===== src/rtl/bsq_pkg.sv =====
`timescale 1ns/1ps
package bsq_pkg;

  localparam int CFG_W        = 16;
  localparam int LAT_W        = 3;
  localparam int BIT_MODE     = 15;
  localparam int LAT_HI       = 13;
  localparam int LAT_LO       = 11;
  localparam int BIT_RDY      = 9;
  localparam int BIT_EDGE     = 7;
  localparam int BIT_NOWRAP   = 3;
  localparam int BIT_LONG     = 2;
  localparam logic [LAT_W-1:0] LAT_MIN_CODE = 3'd2;
  localparam logic [CFG_W-1:0] CFG_RESET    = 16'h9000;

  typedef enum logic [1:0] {
    ST_IDLE  = 2'd0,
    ST_WAIT  = 2'd1,
    ST_BURST = 2'd2
  } bsq_state_t;

  typedef struct packed {
    logic             async_md;
    logic [LAT_W-1:0] lat_code;
    logic             rdy_early;
    logic             rise_edge;
    logic             no_wrap;
    logic             long_burst;
  } bsq_cfg_t;

  function automatic bsq_cfg_t cfg_decode(input logic [CFG_W-1:0] w);
    bsq_cfg_t c;
    c.async_md   = w[BIT_MODE];
    c.lat_code   = w[LAT_HI:LAT_LO];
    c.rdy_early  = w[BIT_RDY];
    c.rise_edge  = w[BIT_EDGE];
    c.no_wrap    = w[BIT_NOWRAP];
    c.long_burst = w[BIT_LONG];
    return c;
  endfunction

endpackage


===== src/rtl/bsq_cfg_reg.sv =====
`timescale 1ns/1ps
module bsq_cfg_reg
  import bsq_pkg::*;
(
  input  logic             clk,
  input  logic             rst_n,
  input  logic             we,
  input  logic [CFG_W-1:0] word,
  output bsq_cfg_t         cfg_o,
  output logic             err_o
);

  logic [CFG_W-1:0] cfg_q, cfg_d;
  logic             err_q, err_d;
  logic             lat_bad, cfg_en, err_set;

  always_comb begin
    lat_bad = (word[LAT_HI:LAT_LO] < LAT_MIN_CODE);
    cfg_en  = we & ~lat_bad;
    err_set = we & lat_bad;
    cfg_d   = cfg_en ? word : cfg_q;
    err_d   = err_q | err_set;
  end

  always_ff @(posedge clk or negedge rst_n) begin
    if (!rst_n) begin
      cfg_q <= CFG_RESET;
      err_q <= 1'b0;
    end else begin
      cfg_q <= cfg_d;
      err_q <= err_d;
    end
  end

  assign cfg_o = cfg_decode(cfg_q);
  assign err_o = err_q;


  lat_legal_chk: assert property (@(posedge clk) disable iff (!rst_n)
    cfg_o.lat_code >= LAT_MIN_CODE);


  err_sticky_chk: assert property (@(posedge clk) disable iff (!rst_n)
    err_q |=> err_q);

endmodule


===== src/rtl/bsq_addr_step.sv =====
`timescale 1ns/1ps
module bsq_addr_step #(
  parameter int AW        = 20,
  parameter int SHORT_LEN = 4,
  parameter int LONG_LEN  = 8
) (
  input  logic [AW-1:0] cur,
  input  logic          long_burst,
  input  logic          no_wrap,
  output logic [AW-1:0] nxt
);

  localparam int SB = $clog2(SHORT_LEN);
  localparam int LB = $clog2(LONG_LEN);

  logic [AW-1:0] lin;
  assign lin = cur + AW'(1);

  for (genvar i = 0; i < AW; i++) begin : g_bit
    if (i < SB) begin : g_low
      assign nxt[i] = lin[i];
    end else if (i < LB) begin : g_mid
      assign nxt[i] = (no_wrap | long_burst) ? lin[i] : cur[i];
    end else begin : g_high
      assign nxt[i] = no_wrap ? lin[i] : cur[i];
    end
  end

endmodule


===== src/rtl/bsq_ctrl.sv =====
`timescale 1ns/1ps
module bsq_ctrl
  import bsq_pkg::*;
#(
  parameter int AW        = 20,
  parameter int SHORT_LEN = 4,
  parameter int LONG_LEN  = 8
) (
  input  logic             clk,
  input  logic             rst_n,
  input  logic             ce_n,
  input  logic             lat_n,
  input  logic             adv_n,
  input  logic [AW-1:0]    addr_i,
  input  logic             async_md,
  input  logic [LAT_W-1:0] lat_code,
  input  logic             rdy_early,
  input  logic             long_burst,
  input  logic [AW-1:0]    step_addr,
  output logic [AW-1:0]    cur_addr,
  output logic             dval,
  output logic             rdy_n
);

  localparam int BW = $clog2(LONG_LEN);

  bsq_state_t       st_q, st_d;
  logic [LAT_W-1:0] cnt_q, cnt_d;
  logic [BW-1:0]    beat_q, beat_d, last_beat;
  logic [AW-1:0]    addr_q, addr_d;
  logic             addr_en;
  logic             dval_q, dval_d;
  logic             rdy_n_q, rdy_n_d;
  logic             rdy_on;

  always_comb begin
    last_beat = long_burst ? BW'(LONG_LEN - 1) : BW'(SHORT_LEN - 1);
    st_d      = st_q;
    cnt_d     = cnt_q;
    beat_d    = beat_q;
    addr_d    = addr_q;
    addr_en   = 1'b0;
    if (ce_n || async_md) begin
      st_d = ST_IDLE;
    end else if (!lat_n) begin
      st_d    = ST_WAIT;
      cnt_d   = lat_code;
      beat_d  = '0;
      addr_d  = addr_i;
      addr_en = 1'b1;
    end else begin
      unique case (st_q)
        ST_WAIT: begin
          if (cnt_q == '0) st_d = ST_BURST;
          else             cnt_d = cnt_q - LAT_W'(1);
        end
        ST_BURST: begin
          if (!adv_n) begin
            if (beat_q == last_beat) begin
              st_d = ST_IDLE;
            end else begin
              beat_d  = beat_q + BW'(1);
              addr_d  = step_addr;
              addr_en = 1'b1;
            end
          end
        end
        default: st_d = ST_IDLE;
      endcase
    end
    dval_d = (st_d == ST_BURST);
    if (rdy_early)
      rdy_on = ((st_d == ST_WAIT) && (cnt_d == '0)) ||
               ((st_d == ST_BURST) && (beat_d != last_beat));
    else
      rdy_on = (st_d == ST_BURST);
    rdy_n_d = ~rdy_on;
  end

  always_ff @(posedge clk or negedge rst_n) begin
    if (!rst_n) begin
      st_q    <= ST_IDLE;
      cnt_q   <= '0;
      beat_q  <= '0;
      dval_q  <= 1'b0;
      rdy_n_q <= 1'b1;
    end else begin
      st_q    <= st_d;
      cnt_q   <= cnt_d;
      beat_q  <= beat_d;
      dval_q  <= dval_d;
      rdy_n_q <= rdy_n_d;
    end
  end

  always_ff @(posedge clk or negedge rst_n) begin
    if (!rst_n)       addr_q <= '0;
    else if (addr_en) addr_q <= addr_d;
  end

  assign cur_addr = addr_q;
  assign dval     = dval_q;
  assign rdy_n    = rdy_n_q;


  latch_wait_chk: assert property (@(posedge clk) disable iff (!rst_n)
    (!ce_n && !lat_n && !async_md) |=> (st_q == ST_WAIT) && !dval_q);


  hold_beat_chk: assert property (@(posedge clk) disable iff (!rst_n)
    (st_q == ST_BURST && adv_n && lat_n && !ce_n && !async_md)
      |=> $stable(addr_q) && $stable(beat_q) && dval_q);


  ce_idle_chk: assert property (@(posedge clk) disable iff (!rst_n)
    ce_n |=> !dval_q && rdy_n_q);


  async_quiet_chk: assert property (@(posedge clk) disable iff (!rst_n)
    async_md |=> (st_q == ST_IDLE));

endmodule


===== src/rtl/bsq_out_stage.sv =====
`timescale 1ns/1ps
module bsq_out_stage #(
  parameter int AW = 20
) (
  input  logic          clk,
  input  logic          rst_n,
  input  logic          rise_sel,
  input  logic [AW-1:0] addr_i,
  input  logic          dval_i,
  input  logic          rdy_n_i,
  output logic [AW-1:0] addr_o,
  output logic          dval_o,
  output logic          rdy_n_o
);

  logic [AW-1:0] addr_nq;
  logic          dval_nq;
  logic          rdy_n_nq;

  always_ff @(negedge clk or negedge rst_n) begin
    if (!rst_n) begin
      addr_nq  <= '0;
      dval_nq  <= 1'b0;
      rdy_n_nq <= 1'b1;
    end else begin
      addr_nq  <= addr_i;
      dval_nq  <= dval_i;
      rdy_n_nq <= rdy_n_i;
    end
  end

  always_comb begin
    if (rise_sel) begin
      addr_o  = addr_i;
      dval_o  = dval_i;
      rdy_n_o = rdy_n_i;
    end else begin
      addr_o  = addr_nq;
      dval_o  = dval_nq;
      rdy_n_o = rdy_n_nq;
    end
  end


  fall_follow_chk: assert property (@(negedge clk) disable iff (!rst_n)
    !rise_sel |=> (dval_o == $past(dval_i)));

endmodule


===== src/rtl/burst_read_seq.sv =====
`timescale 1ns/1ps
module burst_read_seq
  import bsq_pkg::*;
#(
  parameter int ADDR_W    = 20,
  parameter int SHORT_LEN = 4,
  parameter int LONG_LEN  = 8
) (
  input  logic              clk,
  input  logic              rst_n,
  input  logic              ce_n,
  input  logic              lat_n,
  input  logic [ADDR_W-1:0] addr,
  input  logic              adv_n,
  input  logic              cfg_we,
  input  logic [15:0]       cfg_word,
  output logic [ADDR_W-1:0] arr_addr,
  output logic              rdy_n,
  output logic              data_oe,
  output logic              cfg_err
);

  logic [1:0]        rst_sync_q;
  logic              rst_core_n;
  bsq_cfg_t          cfg;
  logic [ADDR_W-1:0] step_addr, cur_addr, st_addr;
  logic              core_dval, core_rdy_n, st_dval, st_rdy_n;

  always_ff @(posedge clk or negedge rst_n) begin
    if (!rst_n) rst_sync_q <= 2'b00;
    else        rst_sync_q <= {rst_sync_q[0], 1'b1};
  end
  assign rst_core_n = rst_sync_q[1];

  bsq_cfg_reg u_cfg (
    .clk   (clk),
    .rst_n (rst_core_n),
    .we    (cfg_we),
    .word  (cfg_word),
    .cfg_o (cfg),
    .err_o (cfg_err)
  );

  bsq_addr_step #(
    .AW        (ADDR_W),
    .SHORT_LEN (SHORT_LEN),
    .LONG_LEN  (LONG_LEN)
  ) u_step (
    .cur        (cur_addr),
    .long_burst (cfg.long_burst),
    .no_wrap    (cfg.no_wrap),
    .nxt        (step_addr)
  );

  bsq_ctrl #(
    .AW        (ADDR_W),
    .SHORT_LEN (SHORT_LEN),
    .LONG_LEN  (LONG_LEN)
  ) u_ctrl (
    .clk        (clk),
    .rst_n      (rst_core_n),
    .ce_n       (ce_n),
    .lat_n      (lat_n),
    .adv_n      (adv_n),
    .addr_i     (addr),
    .async_md   (cfg.async_md),
    .lat_code   (cfg.lat_code),
    .rdy_early  (cfg.rdy_early),
    .long_burst (cfg.long_burst),
    .step_addr  (step_addr),
    .cur_addr   (cur_addr),
    .dval       (core_dval),
    .rdy_n      (core_rdy_n)
  );

  bsq_out_stage #(.AW(ADDR_W)) u_out (
    .clk      (clk),
    .rst_n    (rst_core_n),
    .rise_sel (cfg.rise_edge),
    .addr_i   (cur_addr),
    .dval_i   (core_dval),
    .rdy_n_i  (core_rdy_n),
    .addr_o   (st_addr),
    .dval_o   (st_dval),
    .rdy_n_o  (st_rdy_n)
  );

  assign arr_addr = st_addr;
  assign rdy_n    = st_rdy_n | ce_n;
  assign data_oe  = st_dval & ~ce_n;

endmodule


===== config.mk =====
export PLATFORM = sky130hd
export DESIGN_NAME = burst_read_seq
export DESIGN_NICKNAME = d
export VERILOG_FILES = /design/src/rtl/bsq_pkg.sv /design/src/rtl/bsq_cfg_reg.sv /design/src/rtl/bsq_addr_step.sv /design/src/rtl/bsq_ctrl.sv /design/src/rtl/bsq_out_stage.sv /design/src/rtl/burst_read_seq.sv
export SDC_FILE = /design/constraint.sdc
export NUM_CORES = 1
export LEC_CHECK = 0
export BUFFER_PORTS_ARGS = -buffer_cell sky130_fd_sc_hd__buf_4
export CAP_MARGIN = 25
export CORE_MARGIN = 8
export CORE_UTILIZATION = 45
export DETAILED_ROUTE_END_ITERATION = 16
export PLACE_DENSITY = 0.7
export REMOVE_ABC_BUFFERS = 1
export SYNTH_ARGS = -nofsm -noshare
export SYNTH_HDL_FRONTEND = slang
export SYNTH_SLANG_ARGS = --single-unit

===== constraint.sdc =====
create_clock -name clk -period 2.55 [get_ports clk]
set_clock_uncertainty 0.15 [all_clocks]
set_input_delay 0.6375 -clock clk [delete_from_list [all_inputs] [get_ports clk]]
set_output_delay 0.6375 -clock clk [all_outputs]
set_load 0.005 [all_outputs]

==> run_results.csv <==
group,metric,value,unit
status,status,"finished with violations",
status,violations,"negative setup slack",
critical_path,crit_required,1760,ps
timing,final-setup-viol-count,22,
timing,rsz0062_at_grt,"yes",
layout,fill_cells,651,
timing,worstMarginPinSlew,618,ps
routing,drc_errors,0,
clock_network,cts_sinks,63,
place,placed_cell_area,3820,um2
layout,layout-area-overhead-vs-synth,26.1,%
floorplanning,ios,65,
layout,drive_above_1_share,31.2,%
flow_run,cap_violations,0,
critical_path,cp-startpoint,"u_out.rdy_n_nq",
place,gp_congestion,0.838,
synthesis,yosysUniqueCellTypes,54,
synthesis,async_flop_share,100,%
layout,postLayoutCellArea,4120,um2
synthesis,synth_area,3260,um2
critical_path,critPathMaxFanout,1,
routing,viasPerCell,5.44,
routing,vias,2668,
floorplanning,die_h,101,um
floorplanning,die_w,101,um
timing,hold_viol,0,
timing,drv_slew,0,
critical_path,critical-path-top-delay-family,"flip-flops",
synthesis,ys_warn_count,0,
place,port_buffers,56,
timing,fin_hold_ws,89.0,ps
synthesis,synth_edf_count,0,
grt,antenna_found_initial,0,
layout,nets,435,
critical_path,cp-end-kind,"output pin",
clock_network,clockRootBuffer,"clkbuf_8",
pwr,power.density,782,nW/um2
place,dp_hpwl,5560,um
synthesis,avgSynthCellArea,10.1,um2
clock_network,clk_latency,350,ps
routing,drtIter0Drc,103,
min_path,hp-class,"register to asynchronous set/reset pin",
clock_network,cts_buffers,9,
critical_path,cp_slowest_cell,"dfstp_2",
synthesis,yosysTopAreaCell,"dfrtp_1",
critical_path,cp.arrival,2470,ps
grt,grt_pass1_wl,12700,um
synthesis,synth_top_cell_area_share,29.1,%
floorplanning,core-area,7140,um2
layout,final_util,57.7,%
critical_path,r2r_start,"u_ctrl.cnt_q[0]",
pwr,p_leak,0.00180,uW
synthesis,post-synth-top-count-cell,"dfrtp_1",
routing,wl_per_cell,15.4,um
clock_network,clk_pin_slew,70,ps
clock_network,tritoncts,"built",
layout,multiInputGateArea,1540,um2
synthesis,ys.flop_type,"dfrtp_1",
floorplanning,rows,31,
routing,wl,7560,um
timing,maxSlewHeadroom,58.5,%
grt,grt_max_degree,31,
critical_path,slowest_delay,500,ps
critical_path,critical_path_class,"register to output pin",
synthesis,synth_top_cells_by_area,"dfrtp_1, dfrtn_1, mux2_2",
layout,antenna_cells,0,
grt,grt_pass1_vias,2706,
grt,track_usage,15.8,%
pwr,ir_drop,0.391,mV
synthesis,ys_seq_area_share,48.4,%
synthesis,synthTopCellsByCount,"dfrtp_1, nand2_1, a21oi_1, mux2_2, dfrtn_1",
timing,fin_ws,-704,ps
critical_path,path_buf_inv,1,
floorplanning,initial_core_util,45.7,%
clock_network,cts_buffer_depth,2,
floorplanning,die-area,10200,um2
critical_path,crit_path_start_kind,"register",
clock_network,cts_setup_buffers,0,
routing,antenna_left,0,
layout,seq_area,1580,um2
synthesis,netlist_instances,322,
grt,grt.overflow.total,0,
synthesis,ys_ff_latch,63,
critical_path,path_cells,"nor2b_4 > a211o_1 > buf_6",
clock_network,h-tree-depth,3,
routing,dr.pass1.iters,4,
[final timing paths]
kind	end	slack [ps]	depth (start not counted)
setup reg to reg	u_ctrl.rdy_n	250	8
max in group asynchronous	u_out.addr_nq[3]	660	1
setup / recovery	rdy_n	-700	3
hold / removal	u_ctrl.dval	90	1
hold reg to reg	u_ctrl.dval	90	1
min in group clk	rst_sync_q[1]	200	0
[cell type report]
class / count / share of cell area, %
inverters: 12 / 1.09
multi-input cells: 227 / 37.5
well taps: 99 / 3.01
clock inverters: 7 / 2.16
clock buffers: 10 / 3.10
repair buffers: 72 / 14.7
flip-flops and latches: 63 / 38.5
[report_power, final]
| part | total, uW | internal (uW) | switching, uW |
|---|---|---|---|
| clock network | 945 | 548 | 398 |
| logic | 877 | 488 | 389 |
| registers | 1390 | 1210 | 184 |
| total | 3220 | 2250 | 970 |
[per-stage QoR]
step,TNS (ps),cells,setup slack (ps),power [uW]
5_1_grt,-12920,490,-755,3400
4_1_cts,-12540,490,-725,3250
6_report,-12180,490,-704,3220
2_1_floorplan,-15640,303,-645,1850
3_5_place_dp,-4640,473,-366,2240
3_3_place_gp,-4480,473,-364,2200
[worst reg2reg max path: stages, from the launching register on]
cell and delay [ps]:
dfrtp_1 390, inv_1 60, ha_1 210, ha_1 200
or4b_1 560, mux2i_1 160, a21oi_1 100, nor4_1 270
mux2i_1 130
[sequential cells by signal, indices dropped and copies added (netlist names)]
signal / cells
u_ctrl.rdy_n: 1
u_cfg.cfg_q: 8
rst_sync_q: 2
u_ctrl.dval: 1
u_ctrl.cnt_q: 3
u_ctrl.st_q: 2
u_cfg.err_o: 1
u_ctrl.beat_q: 3
u_out.rdy_n_nq: 1
u_out.addr_nq: 20
u_ctrl.cur_addr: 20
u_out.dval_nq: 1
[timing repair]
item | CTS | global route
setup endpoints to repair | 22 | 22
endpoints found under the hold margin | 2 | 0
hold buffers | 1 | 0
pin swaps | 1 | 0
gates resized for setup | 15 | 3
[routing by layer]
layer | vias to the layer above | share of wire, % | track usage, % | routed length (um)
met5 | - | 0 | 0 | 0
met4 | 0 | 1.7 | 7.45 | 132
met3 | 13 | 5.5 | 3.78 | 413
met2 | 67 | 46 | 25.5 | 3460
met1 | 1283 | 47 | 19.3 | 3560
li1 | 1305 | - | - | -
[layout by cell type, fill, tap and decap left out, drive strengths merged, types with 7 or more instances in the layout]
master	n
dfrtp	38
mux2	26
dfrtn	21
mux2i	8
buf	71
nor2	19
a21oi	28
o21ai	14
nand3	15
clkbuf	10
o22ai	15
nand2	30
inv	13
ha	7
[logic make-up after synthesis]
logic type               count (synthesis)  synth area share, %
AND/OR/NAND/NOR                         97                 14.6
AO/OA/AOI/OAI                           86                 17.1
flip-flops                              63                 48.4
multiplexers                            34                 11.4
buffers and inverters                   32                 4.48
adder cells (fa/ha/maj)                  7                 2.68
XOR/XNOR                                 2                 1.11
other                                    1                0.115
Power figures use the tool's default switching activity.
